`src/rtl/tagtx_pkg.sv`:
```
package tagtx_pkg;
  typedef enum logic [1:0] {
    TX_IDLE = 2'd0,
    TX_WAIT = 2'd1,
    TX_SEND = 2'd2
  } tx_state_e;
endpackage

```
`src/rtl/tagtx_subcarrier.sv`:
```
module tagtx_subcarrier #(
  parameter int DIV_LOG2 = 6
) (
  input  logic clk,
  input  logic rst_n,
  output logic carrier,
  output logic tick
);
  logic [DIV_LOG2-1:0] div_q;

  always_ff @(posedge clk) begin
    if (!rst_n) div_q <= '0;
    else        div_q <= div_q + 1'b1;
  end

  assign carrier = div_q[DIV_LOG2-1];
  assign tick    = &div_q;

  AST_TICK_SPACED: assert property (@(posedge clk) disable iff (!rst_n)
    tick |=> !tick);
endmodule

```
`src/rtl/tagtx_slot_timer.sv`:
```
module tagtx_slot_timer #(
  parameter int CNT_W = 10
) (
  input  logic             clk,
  input  logic             rst_n,
  input  logic             load,
  input  logic [CNT_W-1:0] load_val,
  input  logic             tick,
  output logic             expire
);
  logic [CNT_W-1:0] cnt_q;

  always_ff @(posedge clk) begin
    if (!rst_n)                cnt_q <= '0;
    else if (load)             cnt_q <= load_val;
    else if (tick && cnt_q != '0) cnt_q <= cnt_q - 1'b1;
  end

  assign expire = tick && (cnt_q == CNT_W'(1));

  AST_NO_RELOAD_RUNNING: assert property (@(posedge clk) disable iff (!rst_n)
    load |-> (cnt_q == '0 || expire));
endmodule

```
`src/rtl/tagtx_serializer.sv`:
```
module tagtx_serializer #(
  parameter int MAX_BITS = 12
) (
  input  logic                clk,
  input  logic                rst_n,
  input  logic                load,
  input  logic [MAX_BITS-1:0] load_data,
  input  logic                launch,
  input  logic                force_one,
  input  logic                ks_bit,
  input  logic                clear,
  output logic                out_bit
);
  logic [MAX_BITS-1:0] sh_q;

  always_ff @(posedge clk) begin
    if (!rst_n) begin
      sh_q    <= '0;
      out_bit <= 1'b0;
    end else begin
      if (load)
        sh_q <= load_data;
      else if (launch)
        sh_q <= sh_q >> 1;
      if (launch)
        out_bit <= force_one ? 1'b1 : (sh_q[0] ^ ks_bit);
      else if (clear)
        out_bit <= 1'b0;
    end
  end

  AST_LOAD_LAUNCH_EXCL: assert property (@(posedge clk) disable iff (!rst_n)
    !(load && launch));
endmodule

```
`src/rtl/tagtx_top.sv`:
```
module tagtx_top #(
  parameter int DIV_LOG2   = 6,
  parameter int SLOT_TICKS = 21,
  parameter int DATA_WAIT  = 70,
  parameter int ACK_WAIT   = 758,
  parameter int MAX_BITS   = 12,
  parameter int LEN_W      = 4
) (
  input  logic                clk,
  input  logic                rst_n,
  input  logic                req_valid,
  output logic                req_ready,
  input  logic                req_ack,
  input  logic [MAX_BITS-1:0] req_data,
  input  logic [LEN_W-1:0]    req_len,
  output logic                busy,
  output logic                done,
  output logic                ks_adv,
  input  logic                ks_bit,
  output logic                mod_out
);
  import tagtx_pkg::*;

  localparam int DATA_PRE = DATA_WAIT / SLOT_TICKS - 1;
  localparam int ACK_PRE  = ACK_WAIT / SLOT_TICKS - 1;
  localparam int CNT_W    = $clog2(ACK_WAIT + 1);
  localparam int PRE_W    = $clog2(ACK_PRE + 1);
  localparam int BITS_W   = $clog2(MAX_BITS + 1);

  tx_state_e         state_q;
  logic [PRE_W-1:0]  pre_left_q;
  logic [BITS_W-1:0] bits_left_q;
  logic              ack_q;

  logic carrier, tick, expire, out_bit;
  logic accept, launch, finish, tmr_load;
  logic [CNT_W-1:0]  tmr_val;
  logic [BITS_W-1:0] eff_len;

  tagtx_subcarrier #(.DIV_LOG2(DIV_LOG2)) u_sub (
    .clk(clk), .rst_n(rst_n), .carrier(carrier), .tick(tick));

  tagtx_slot_timer #(.CNT_W(CNT_W)) u_tmr (
    .clk(clk), .rst_n(rst_n), .load(tmr_load), .load_val(tmr_val),
    .tick(tick), .expire(expire));

  tagtx_serializer #(.MAX_BITS(MAX_BITS)) u_ser (
    .clk(clk), .rst_n(rst_n), .load(accept), .load_data(req_data),
    .launch(launch), .force_one(ack_q), .ks_bit(ks_bit),
    .clear(finish), .out_bit(out_bit));

  assign req_ready = (state_q == TX_IDLE);
  assign busy      = (state_q != TX_IDLE);
  assign accept    = req_valid && req_ready;
  assign launch    = busy && expire && (bits_left_q != '0);
  assign finish    = busy && expire && (bits_left_q == '0);
  assign ks_adv    = ((state_q == TX_WAIT) && (pre_left_q != '0)) || launch;
  assign tmr_load  = accept || launch;
  assign tmr_val   = accept ? (req_ack ? CNT_W'(ACK_WAIT) : CNT_W'(DATA_WAIT))
                          : CNT_W'(SLOT_TICKS);
  assign eff_len   = (32'(req_len) > MAX_BITS) ? BITS_W'(MAX_BITS) : BITS_W'(req_len);
  assign mod_out   = out_bit && carrier && (state_q == TX_SEND);

  always_ff @(posedge clk) begin
    if (!rst_n) begin
      state_q     <= TX_IDLE;
      pre_left_q  <= '0;
      bits_left_q <= '0;
      ack_q       <= 1'b0;
      done        <= 1'b0;
    end else begin
      done <= finish;
      if (accept) begin
        state_q     <= TX_WAIT;
        ack_q       <= req_ack;
        pre_left_q  <= req_ack ? PRE_W'(ACK_PRE) : PRE_W'(DATA_PRE);
        bits_left_q <= req_ack ? BITS_W'(1) : eff_len;
      end else begin
        if ((state_q == TX_WAIT) && (pre_left_q != '0))
          pre_left_q <= pre_left_q - 1'b1;
        if (launch) begin
          state_q     <= TX_SEND;
          bits_left_q <= bits_left_q - 1'b1;
        end else if (finish) begin
          state_q <= TX_IDLE;
        end
      end
    end
  end

  AST_PRE_BEFORE_SLOT: assert property (@(posedge clk) disable iff (!rst_n)
    ((state_q == TX_WAIT) && expire) |-> (pre_left_q == '0));
  AST_ACK_IS_ONE: assert property (@(posedge clk) disable iff (!rst_n)
    (launch && ack_q) |=> out_bit);
  AST_DONE_SINGLE: assert property (@(posedge clk) disable iff (!rst_n)
    done |=> !done);
  AST_SLOT_STABLE: assert property (@(posedge clk) disable iff (!rst_n)
    ((state_q == TX_SEND) && !expire) |=> $stable(out_bit));
  AST_BITS_BOUND: assert property (@(posedge clk) disable iff (!rst_n)
    32'(bits_left_q) <= MAX_BITS);
  AST_IDLE_QUIET: assert property (@(posedge clk) disable iff (!rst_n)
    (state_q != TX_SEND) |-> !mod_out);
endmodule

```
`config.mk`:
```
export PLATFORM = sky130hd
export DESIGN_NAME = tagtx_top
export DESIGN_NICKNAME = d
export VERILOG_FILES = /design/src/rtl/tagtx_pkg.sv /design/src/rtl/tagtx_subcarrier.sv /design/src/rtl/tagtx_slot_timer.sv /design/src/rtl/tagtx_serializer.sv /design/src/rtl/tagtx_top.sv
export SDC_FILE = /design/constraint.sdc
export NUM_CORES = 1
export LEC_CHECK = 0
export ABC_AREA = 1
export ABC_CLOCK_PERIOD_IN_PS = 3400
export CAP_MARGIN = 20
export CORE_ASPECT_RATIO = 2
export CORE_MARGIN = 2
export CORE_UTILIZATION = 55
export CTS_CLUSTER_DIAMETER = 30
export DETAILED_ROUTE_END_ITERATION = 16
export PLACE_DENSITY = 0.74
export SYNTH_ARGS = -nofsm -noshare
export SYNTH_HDL_FRONTEND = slang
export SYNTH_SLANG_ARGS = --single-unit
export TNS_END_PERCENT = 5
```
`constraint.sdc`:
```
create_clock -name clk -period 3.4 [get_ports clk]
set_input_delay 0.51 -clock clk [delete_from_list [all_inputs] [get_ports clk]]
set_output_delay 0.51 -clock clk [all_outputs]
set_load 0.01 [all_outputs]
```
==> impl_results.md, run 1 <==
- DR vias: 2153
- Largest net degree at the start of global routing: 35
- Die area: 4830 um^2
- Netlist cell types: 32
- Crit Path Max Fanout: 27
- Fin crit share: 79.6%
- Slew Limit Fails: 0
- Worst Path Required: 2890 ps
- CTS tree: done
- Die X: 50.2 um
- Initial core utilization: 57.4%
- Hold Crit Class: reg2reg
- Initial antenna violation count: 0
- DRT antenna net count: 0
- CP startpoint kind: flip-flop
- Layout cell share with drive strength beyond 1: 11.3%
- Design Area, Final: ~2700 um^2
- Syn nets: 358
- TritonCTS Buffers: 5
- Initial DRC Count: 32
- Final Hold Vio Count: 0
- Vias in the first global route: ~2000
- Drt drc: 0
- Synth Area per Inst: 7.08 um^2
- EDFF count, synth: 0
- Seq/Total Area, Yosys: 36.7%
- Top_reg_cell synth: dfxtp_1
- Placed cells: ~400
- Grt ovf: 0
- Relative slew slack: between 50% and 60%
- Async S/R FF share, synth: 0%
- Max cap viols: 0
- Via density: 5.32
- Setup Buffers After CTS: 0
- Status: finished, final reports clean
- Layout Skew: 7.02 ps
- CTS Hold Bufs: 0
- Core area: about 4100 um^2
- Max VDD drop: 0.000426 V
- Root Buffer Master: clkbuf_8
- FMAX: 0.369 GHz
- YS warnings: 0
- Ports: 26
- Hold Worst Slack: 453 ps
- Layout net count: 380
- Setup TNS: 0 ps
- Non-filler cells, final: 405
- Diode count: 0
- First-pass GRT wire length: just under 9 mm
- RSZ-0062 raised after global routing: no
- FF-to-FF Start: bits_left_q[0]$_SDFFE_PN0P_
- Number of port buffers: 25
- Max H-tree Level: 2
- Crit path launch: bits_left_q[0]$_SDFFE_PN0P_
- Gp weighted congestion: 0.796
- Critical Setup Path Class: reg2out
- CTS Sinks: 43
- Total track usage: between 20% and 30%
- Area grow syn2layout: 15.0%
- PD cells: 427 nW/um^2
- CP arrival: 2200 ps
- Static leakage: 0.00117 uW
- Final setup fails: 0
- Reg2reg setup slack: around 1300 ps
- Reg2reg end: u_ser.sh_q[11]$_SDFFE_PN0P_
- Cells after Synth: 331
- Slew at the pin with the worst max-slew slack: ~640 ps
- Clock Path Buffers: 2
- Chip Height: roughly 96 um
- Post-synthesis instance area: 2340 um^2
- HPWL Detailed: 3.92 mm
- #FFs+latches synth: 43
- CP endpoint: ks_adv
- Clock transition at path regs: 80 ps
- Post_cts resized: 0
- # rows: 33
- Wire per inst: 13.1 um
- R2R depth: 11
- Clock latency on the worst-skew pair: slightly below 300 ps
- Min Tclk post-route: around 2700 ps
- Worst setup EP type: output port
- TritonRoute pass-1 iters: 4
- Placed inst area: 2610 um^2
- Total wire length: approximately 5.3 mm
-- registers in the layout, summed over array words and instances, names as in the netlist --
| signal | cells |
|---|---|
| u_ser.out_bit | 1 |
| u_sub.div_q | 6 |
| pre_left_q | 6 |
| u_ser.sh_q | 12 |
| ack_q | 1 |
| u_tmr.cnt_q | 10 |
| state_q | 2 |
| done | 1 |
| bits_left_q | 4 |
-- report_power, final --
group	switching [uW]	total, uW	internal (uW)
clock network	173	332	160
registers	24.6	561	536
logic	153	257	105
total	350	1150	801
-- Yosys cell counts, types with 2 or more instances --
| cell | number | area [um^2] |
|---|---|---|
| xor2_1 | 10 | 87.6 |
| nor2_1 | 42 | 158 |
| a21boi_0 | 2 | 15.0 |
| dfxtp_1 | 43 | 861 |
| inv_1 | 32 | 120 |
| nand4_1 | 7 | 43.8 |
| buf_1 | 2 | 7.51 |
| inv_2 | 3 | 11.3 |
| nor2_2 | 2 | 12.5 |
| nor3_1 | 5 | 25.0 |
| a21oi_1 | 19 | 95.1 |
| o21ai_0 | 11 | 55.1 |
| clkbuf_1 | 3 | 11.3 |
| o21a_1 | 3 | 22.5 |
| ha_1 | 6 | 75.1 |
| a21oi_2 | 9 | 78.8 |
| nand2_2 | 12 | 75.1 |
| nor2_4 | 2 | 22.5 |
| nand2_1 | 76 | 285 |
| buf_2 | 5 | 25.0 |
| nand3b_1 | 2 | 15.0 |
| nand3_1 | 25 | 125 |
-- cells in the final DEF (no fill, tap or decap) --
cell             netlist  routed
nand4_1                7       7
clkinv_2               0       1
o21a_1                 3       3
nand4_4                1       1
xnor2_1                1       1
xor2_1                10      10
o211ai_1               1       1
nor3_1                 5       5
ha_1                   6       6
nand2_4                1       1
nor2_2                 2       2
dfxtp_1               43      43
nand3b_1               2       2
a21boi_0               2       2
o21bai_1               1       1
nor2_1                42      42
a41oi_1                1       1
nor2_8                 1       1
nand2_1               76      76
nand2_2               12      12
inv_2                  3       3
nor2_4                 2       2
clkdlybuf4s50_1        0      25
a21boi_1               1       1
inv_1                 32      32
nand3_2                1       1
a21oi_2                9       9
buf_4                  0       1
a21oi_1               19      19
nand3_1               25      25
o21ai_0               11      11
clkbuf_8               0       6
-- critical path: stages (launching register included) --
cell	delay, ps
dfxtp_1	300
inv_1	90
ha_1	180
inv_1	40
nor2_1	120
nand2_1	160
nand4_4	130
buf_4	290
nand2_1	90
clkdlybuf4s50_1	490
-- through the flow --
stage,utilization [%],total power [uW],setup slack (ps)
5_1_grt,66.0,1220,558
4_1_cts,66.0,1160,699
2_1_floorplan,-,757,1590
6_report,66.0,1150,692
3_3_place_gp,63.8,827,1050
3_5_place_dp,63.8,830,1000
-- logic make-up after synthesis --
kind of cell,after synthesis,synth area share (%)
compound gates,48,12.7
xor+xnor,11,4.11
fa+ha+maj,6,3.20
buf+inv,46,8.11
flops,43,36.7
simple gates,177,35.2
-- layer usage --
layer | track usage (%) | vias to the layer above | routed length [um]
met3 | 3.42 | 10 | 115
met5 | 0 | - | 0
met1 | 24.3 | 1011 | 2110
met4 | 9.49 | 0 | 104
li1 | - | 1106 | -
met2 | 47.5 | 26 | 2990
-- cell type report --
class / count / area (um^2)
repair buffers: 26 / 258
flip-flops and latches: 43 / 861
clock inverters: 1 / 5.00
well taps: 52 / 65.1
multi-input cells: 242 / 1290
fillers: 375 / 1390
inverters: 35 / 131
clock buffers: 6 / 82.6
-- worst min path at each step --
| stage | start | endpoint | slack, ps | cells after the start |
|---|---|---|---|---|
| 6_report | u_sub.div_q[0]$_SDFF_PN0_ | u_sub.div_q[0]$_SDFF_PN0_ | 450 | 1 |
| 5_1_grt | u_sub.div_q[0]$_SDFF_PN0_ | u_sub.div_q[0]$_SDFF_PN0_ | 460 | 1 |
| 4_1_cts | u_sub.div_q[0]$_SDFF_PN0_ | u_sub.div_q[0]$_SDFF_PN0_ | 450 | 1 |
| 3_5_place_dp | u_sub.div_q[0]$_SDFF_PN0_ | u_sub.div_q[0]$_SDFF_PN0_ | 440 | 1 |
| 3_3_place_gp | u_sub.div_q[0]$_SDFF_PN0_ | u_sub.div_q[0]$_SDFF_PN0_ | 430 | 1 |
| 2_1_floorplan | u_sub.div_q[0]$_SDFF_PN0_ | u_sub.div_q[0]$_SDFF_PN0_ | 420 | 1 |
Note: power is estimated with default switching activity, not from simulation.
==> inputs of run 2 (changes only) <==
Settings changed: ABC_CLOCK_PERIOD_IN_PS 3400 to 2800.
Clock period 3.4 ns to 2.8 ns, I/O delays scaled along.
==> run 2 against run 1 <==
Net effect: register-to-register slack got worse by 620 ps; combinational power increased by 25%; sequential cell count did not move; cell area is 1.5% higher; die area unchanged; critical path type unchanged; largest cell class unchanged; highest routed layer unchanged.
==> impl_results.md, run 2 (same netlist as run 1, synthesis figures left out) <==
- Grt ovf: 0 (unchanged)
- TritonRoute pass-1 iters: 4 (unchanged)
- CTS Hold Bufs: 0 (unchanged)
- Setup Buffers After CTS: 0 (unchanged)
- Critical Setup Path Class: reg2out
- Root Buffer Master: clkbuf_8
- Clock Path Buffers: 2 (unchanged)
- DRT antenna net count: 0 (unchanged)
- Clock latency on the worst-skew pair: 300 ps (about the same)
- Wire per inst: 13.8 um (+5.0%)
- Hold path endpoint: u_sub.div_q[0]$_SDFF_PN0_
- First-pass GRT wire length: 9.26 mm (+5.1%)
- Fillcell total: 361 (-3.7%)
- Diode count: 0 (unchanged)
- Max cap viols: 0 (unchanged)
- Largest Register: u_ser.sh_q
- Hold Crit Class: reg2reg
- CP startpoint kind: flip-flop
- Most frequent cells in the layout: nand2_1, dfxtp_1, nor2_1
- Fin crit share: 84.0%
- Layout net count: 382 (+0.53%)
- Status: finished, final reports clean
- DR vias: 2167 (+0.65%)
- Commonest non-fill, non-tap cell in the layout: nand2_1
- PD cells: 545 nW/um^2 (+28%)
- Gp weighted congestion: 0.826 (+3.9%)
- Crit Path Max Fanout: 7 (-74%)
- TritonCTS Buffers: 5 (unchanged)
- Number of port buffers: 25 (unchanged)
- Total wire length: 5.63 mm (+5.7%)
- FMAX: 0.425 GHz
- Drt drc: 0 (unchanged)
- Slew Limit Fails: 0 (unchanged)
- Total track usage: 25.6% (+1.5 points)
- Setup WS pre-CTS: 663 ps (-339 ps)
- Final setup fails: 0 (unchanged)
- Final Hold Vio Count: 0 (unchanged)
- Max H-tree Level: 2 (unchanged)
- R2R depth: 11 (unchanged)
- Chip Height: 96.3 um (unchanged)
- Initial DRC Count: 51 (+59%)
- Reg2reg end: u_ser.sh_q[11]$_SDFFE_PN0P_
- Slew at the pin with the worst max-slew slack: 576 ps (-60.6 ps)
- Max FFs per register: 12 (unchanged)
- Setup TNS: 0 ps (unchanged)
- CTS tree: done
- Post_cts resized: 0 (unchanged)
- Die X: 50.2 um (unchanged)
- Max VDD drop: 0.000442 V (+3.7%)
- Min Tclk post-route: 2350 ps
- Layout cell share with drive strength beyond 1: 12.1% (+0.75 points)
- PnR worst setup slack: 447 ps (-245 ps)
- Worst Path Required: 2380 ps (-510 ps)
- Hold Crit Depth: 1 (unchanged)
- HPWL Detailed: 4.16 mm (+6.1%)
- Final core utilization: 66.9% (+0.98 points)
- RSZ-0062 raised after global routing: no
- Hold Worst Slack: 460 ps (+7.16 ps)
- Initial core utilization: 57.4% (unchanged)
- CTS Sinks: 43 (unchanged)
- Via density: 5.31 (about the same)
- Ports: 26 (unchanged)
- Area grow syn2layout: 16.7%
- Area occupied by registers: 861 um^2 (unchanged)
- Core area: 4090 um^2 (unchanged)
- Vias in the first global route: 2081 (+3.1%)
- Largest net degree at the start of global routing: 29 (-17%)
- Layout Skew: 6.68 ps (-0.341 ps)
- # rows: 33 (unchanged)
- Worst setup EP type: output port
- Clock transition at path regs: 80 ps (about the same)
- Relative slew slack: 61.5% (+4.1 points)
- FF-to-FF Start: bits_left_q[0]$_SDFFE_PN0P_
- Top flop regs: u_ser.sh_q (12), u_tmr.cnt_q (10)
- Reg2reg setup slack: 630 ps (-620 ps)
- Hold Crit Start: u_sub.div_q[0]$_SDFF_PN0_
- Initial antenna violation count: 0 (unchanged)
- CP arrival: 1930 ps (-270 ps)
- Static leakage: 0.00119 uW (+1.8%)
- Area of the multi-input gates: 1290 um^2 (unchanged)
- Die area: 4830 um^2 (unchanged)
## run 2: final cells by class
class,count,area share (%)
multi-input cells,242,47.3
flip-flops and latches,43,31.5
repair buffers,28,9.97
inverters,35,4.80
clock buffers,5,2.51
well taps,52,2.38
clock inverters,3,1.60
## run 2: worst max path at each step
stage / start / to / slack, ps / cells past startpoint
floorplan: u_sub.div_q[0]$_SDFF_PN0_ / ks_adv / 1080 / 8
global placement: bits_left_q[0]$_SDFFE_PN0P_ / u_ser.sh_q[11]$_SDFFE_PN0P_ / 660 / 11
detailed placement: bits_left_q[0]$_SDFFE_PN0P_ / u_ser.sh_q[11]$_SDFFE_PN0P_ / 660 / 11
CTS: u_sub.div_q[0]$_SDFF_PN0_ / ks_adv / 430 / 8
global route: u_sub.div_q[0]$_SDFF_PN0_ / ks_adv / 350 / 8
finish: u_sub.div_q[0]$_SDFF_PN0_ / ks_adv / 450 / 8
## run 2: per-layer routing
| metal | track usage, % | up-vias | part of all wire (%) |
|---|---|---|---|
| li1 | - | 1112 | - |
| met1 | 26.8 | 1024 | 38 |
| met2 | 51.1 | 26 | 59 |
| met3 | 2.33 | 5 | 2.1 |
| met4 | 8.33 | 0 | 1.4 |
| met5 | 0 | - | 0 |
## run 2: worst max-delay path, stage by stage, from the launching register on
cell             delay [ps]
dfxtp_1                 360
ha_1                    180
nand2_1                  70
inv_2                    60
nand2_2                  90
nor2_8                  160
nand4_4                 120
nand2_1                  70
clkdlybuf4s50_1         530
## run 2: per-stage QoR
step	area (um^2)	power (uW)	cells
global route	2740	1570	408
global placement	2620	1010	400
detailed placement	2620	1010	400
finish	2740	1490	408
floorplan	2340	919	331
CTS	2740	1500	408
## run 2: power breakdown
group / internal [uW] / leakage (uW) / total, uW / switching, uW
clock: 266 / 0.0000581 / 490 / 224
combinational: 129 / 0.000779 / 320 / 191
sequential: 651 / 0.000352 / 681 / 29.9
==> inputs of run 3 (changes only) <==
Settings changed: ABC_CLOCK_PERIOD_IN_PS 2800 to 2400.
Clock period 2.8 ns to 2.4 ns, I/O delays scaled along.
==> run 3 against run 2 <==
Net effect: cell area increased by 1.3%; routed wire length decreased by 1.7%; critical path depth unchanged; largest power group unchanged; total power increased by 17%; core utilization increased by 0.89 points; clock skew increased by 2.9 ps; combinational power increased by 17%; first-iteration DRC count increased by 22%; critical path type unchanged.
==> impl_results.md, run 3 (same netlist as run 1, synthesis figures left out) <==
- FMAX: 0.441 GHz
- CP dominant cell by count: nand2_1
- TritonCTS Buffers: 5 (unchanged)
- Fillcell total: 357 (-1.1%)
- CTS Sinks: 43 (unchanged)
- Relative slew slack: 67.5% (+6.0 points)
- Area grow syn2layout: 18.2%
- Worst path bufs/invs: 2 (unchanged)
- Chip Height: 96.3 um (unchanged)
- Final Hold Vio Count: 0 (unchanged)
- TritonRoute pass-1 iters: 4 (unchanged)
- CTS tree: done
- Clock Path Buffers: 2 (unchanged)
- Diode count: 0 (unchanged)
- Critical Setup Path Class: reg2out
- CP delay by family, top: buffers and inverters
- Max VDD drop: 0.000403 V (-8.8%)
- Die X: 50.2 um (unchanged)
- Total track usage: 25.6% (about the same)
- RSZ-0062 raised after global routing: no
- Via density: 5.30 (-0.19%)
- Reg2reg setup slack: 250 ps (-380 ps)
- Die area: 4830 um^2 (unchanged)
- Core area: 4090 um^2 (unchanged)
- Wire per inst: 13.4 um (-2.6%)
- Fin crit share: 94.5%
- Worst path cell trace: ha_1 -> nand2_1 -> inv_2 -> nand2_2 -> nor2_8 -> nand4_4 -> nand2_1 -> clkdlybuf4s50_1
- Slowest-stage cell, CP: clkdlybuf4s50_1
- Max H-tree Level: 2 (unchanged)
- Placed inst area: 2650 um^2 (+0.86%)
- Slew Limit Fails: 0 (unchanged)
- Max FFs per register: 12 (unchanged)
- Final setup fails: 0 (unchanged)
- Ports: 26 (unchanged)
- PD cells: 631 nW/um^2 (+16%)
- CP arrival: 1910 ps (-20 ps)
- Most frequent cells in the layout: nand2_1, nor2_1, dfxtp_1
- Max cap viols: 0 (unchanged)
- HPWL Detailed: 4.09 mm (-1.7%)
- Initial DRC Count: 62 (+22%)
- Largest Register: u_ser.sh_q
- Worst setup EP type: output port
- Hold Crit Class: reg2reg
- Setup TNS: 0 ps (unchanged)
- Top flop regs: u_ser.sh_q (12), u_tmr.cnt_q (10)
- Hold Worst Slack: 454 ps (-6.22 ps)
- Clock latency on the worst-skew pair: 300 ps (about the same)
- DR vias: 2184 (+0.78%)
- Gp weighted congestion: 0.818 (-0.97%)
- First-pass GRT wire length: 9.36 mm (+1.0%)
- Placed cells: 403 (+0.75%)
- Grt ovf: 0 (unchanged)
- Layout Skew: 9.53 ps (+2.86 ps)
- Number of port buffers: 25 (unchanged)
- Clock transition at path regs: 70 ps (about the same)
- Crit Path Max Fanout: 7 (unchanged)
- Setup WS pre-CTS: 302 ps (-361 ps)
- Largest net degree at the start of global routing: 22 (-24%)
- Design Area, Final: 2770 um^2 (+1.3%)
- Commonest non-fill, non-tap cell in the layout: nand2_1
- Initial antenna violation count: 0 (unchanged)
- Root Buffer Master: clkbuf_8
- PnR worst setup slack: 133 ps (-314 ps)
- Worst path max stage delay: 530 ps (about the same)
- Min Tclk post-route: roughly 2300 ps
- Drt drc: 0 (unchanged)
- Total wire length: 5.53 mm (-1.7%)
- Status: finished, final reports clean
- CTS Hold Bufs: 0 (unchanged)
- DRT antenna net count: 0 (unchanged)
- Static leakage: 0.00121 uW (+1.8%)
- CP startpoint kind: flip-flop
- Layout cell share with drive strength beyond 1: 13.3% (+1.3 points)
- Non-filler cells, final: 412 (+0.98%)
- Vias in the first global route: 2147 (+3.2%)
- Layout net count: 386 (+1.0%)
- Worst Path Required: 2040 ps (-340 ps)
- # rows: 33 (unchanged)
- Slew at the pin with the worst max-slew slack: 486 ps (-90.4 ps)
- Initial core utilization: 57.4% (unchanged)
[run 3: final timing paths]
path | start | end | depth (start not counted)
min | u_sub.div_q[0]$_SDFF_PN0_ | u_sub.div_q[0]$_SDFF_PN0_ | 1
max reg2reg | bits_left_q[0]$_SDFFE_PN0P_ | u_ser.sh_q[11]$_SDFFE_PN0P_ | 12
max | u_sub.div_q[0]$_SDFF_PN0_ | ks_adv | 8
min reg2reg | u_sub.div_q[0]$_SDFF_PN0_ | u_sub.div_q[0]$_SDFF_PN0_ | 1
[run 3: layer usage]
layer  global-route usage [%]  wire length, um
met1                     25.9             2100
met2                     46.9             2960
met3                     3.26              207
met4                     18.1              257
met5                        0                0
[run 3: final cells by class]
cell class	count	area, um^2	share of cell area, %
clock buffer	6	82.6	2.98
clock inverter	2	35.0	1.26
inverter	35	131	4.74
multi-input combinational	242	1290	46.7
sequential	43	862	31.1
tap	52	65.1	2.35
timing repair buffer	32	303	10.9
[run 3: power breakdown]
| part | switching, uW | internal, uW | total [uW] |
|---|---|---|---|
| Clock | 246 | 337 | 582 |
| Sequential | 34.9 | 760 | 795 |
| Combinational | 219 | 155 | 374 |
[run 3: metrics by stage]
step                      power (uW)  utilization [%]
after CTS                       1770             67.8
after global routing            1840             67.8
after global placement          1180             64.7
after detailed placement        1180             64.7
final                           1750             67.8
after floorplan                 1070                -
[run 3: worst reg2reg max path, delay by kind of cell (launching register included)]
kind / cells / cell delay (ps)
buffers and inverters: 5 / 760
AND/OR/NAND/NOR: 5 / 690
flip-flops: 1 / 310
adder cells (fa/ha/maj): 1 / 180
AO/OA/AOI/OAI: 1 / 140
[run 3: timing repair]
action,4_1_cts,5_1_grt
pin swaps,1,0
endpoints found under the hold margin,0,0
gates resized for setup,0,1
buffers inserted,1,0
endpoints found under the setup margin,1,1
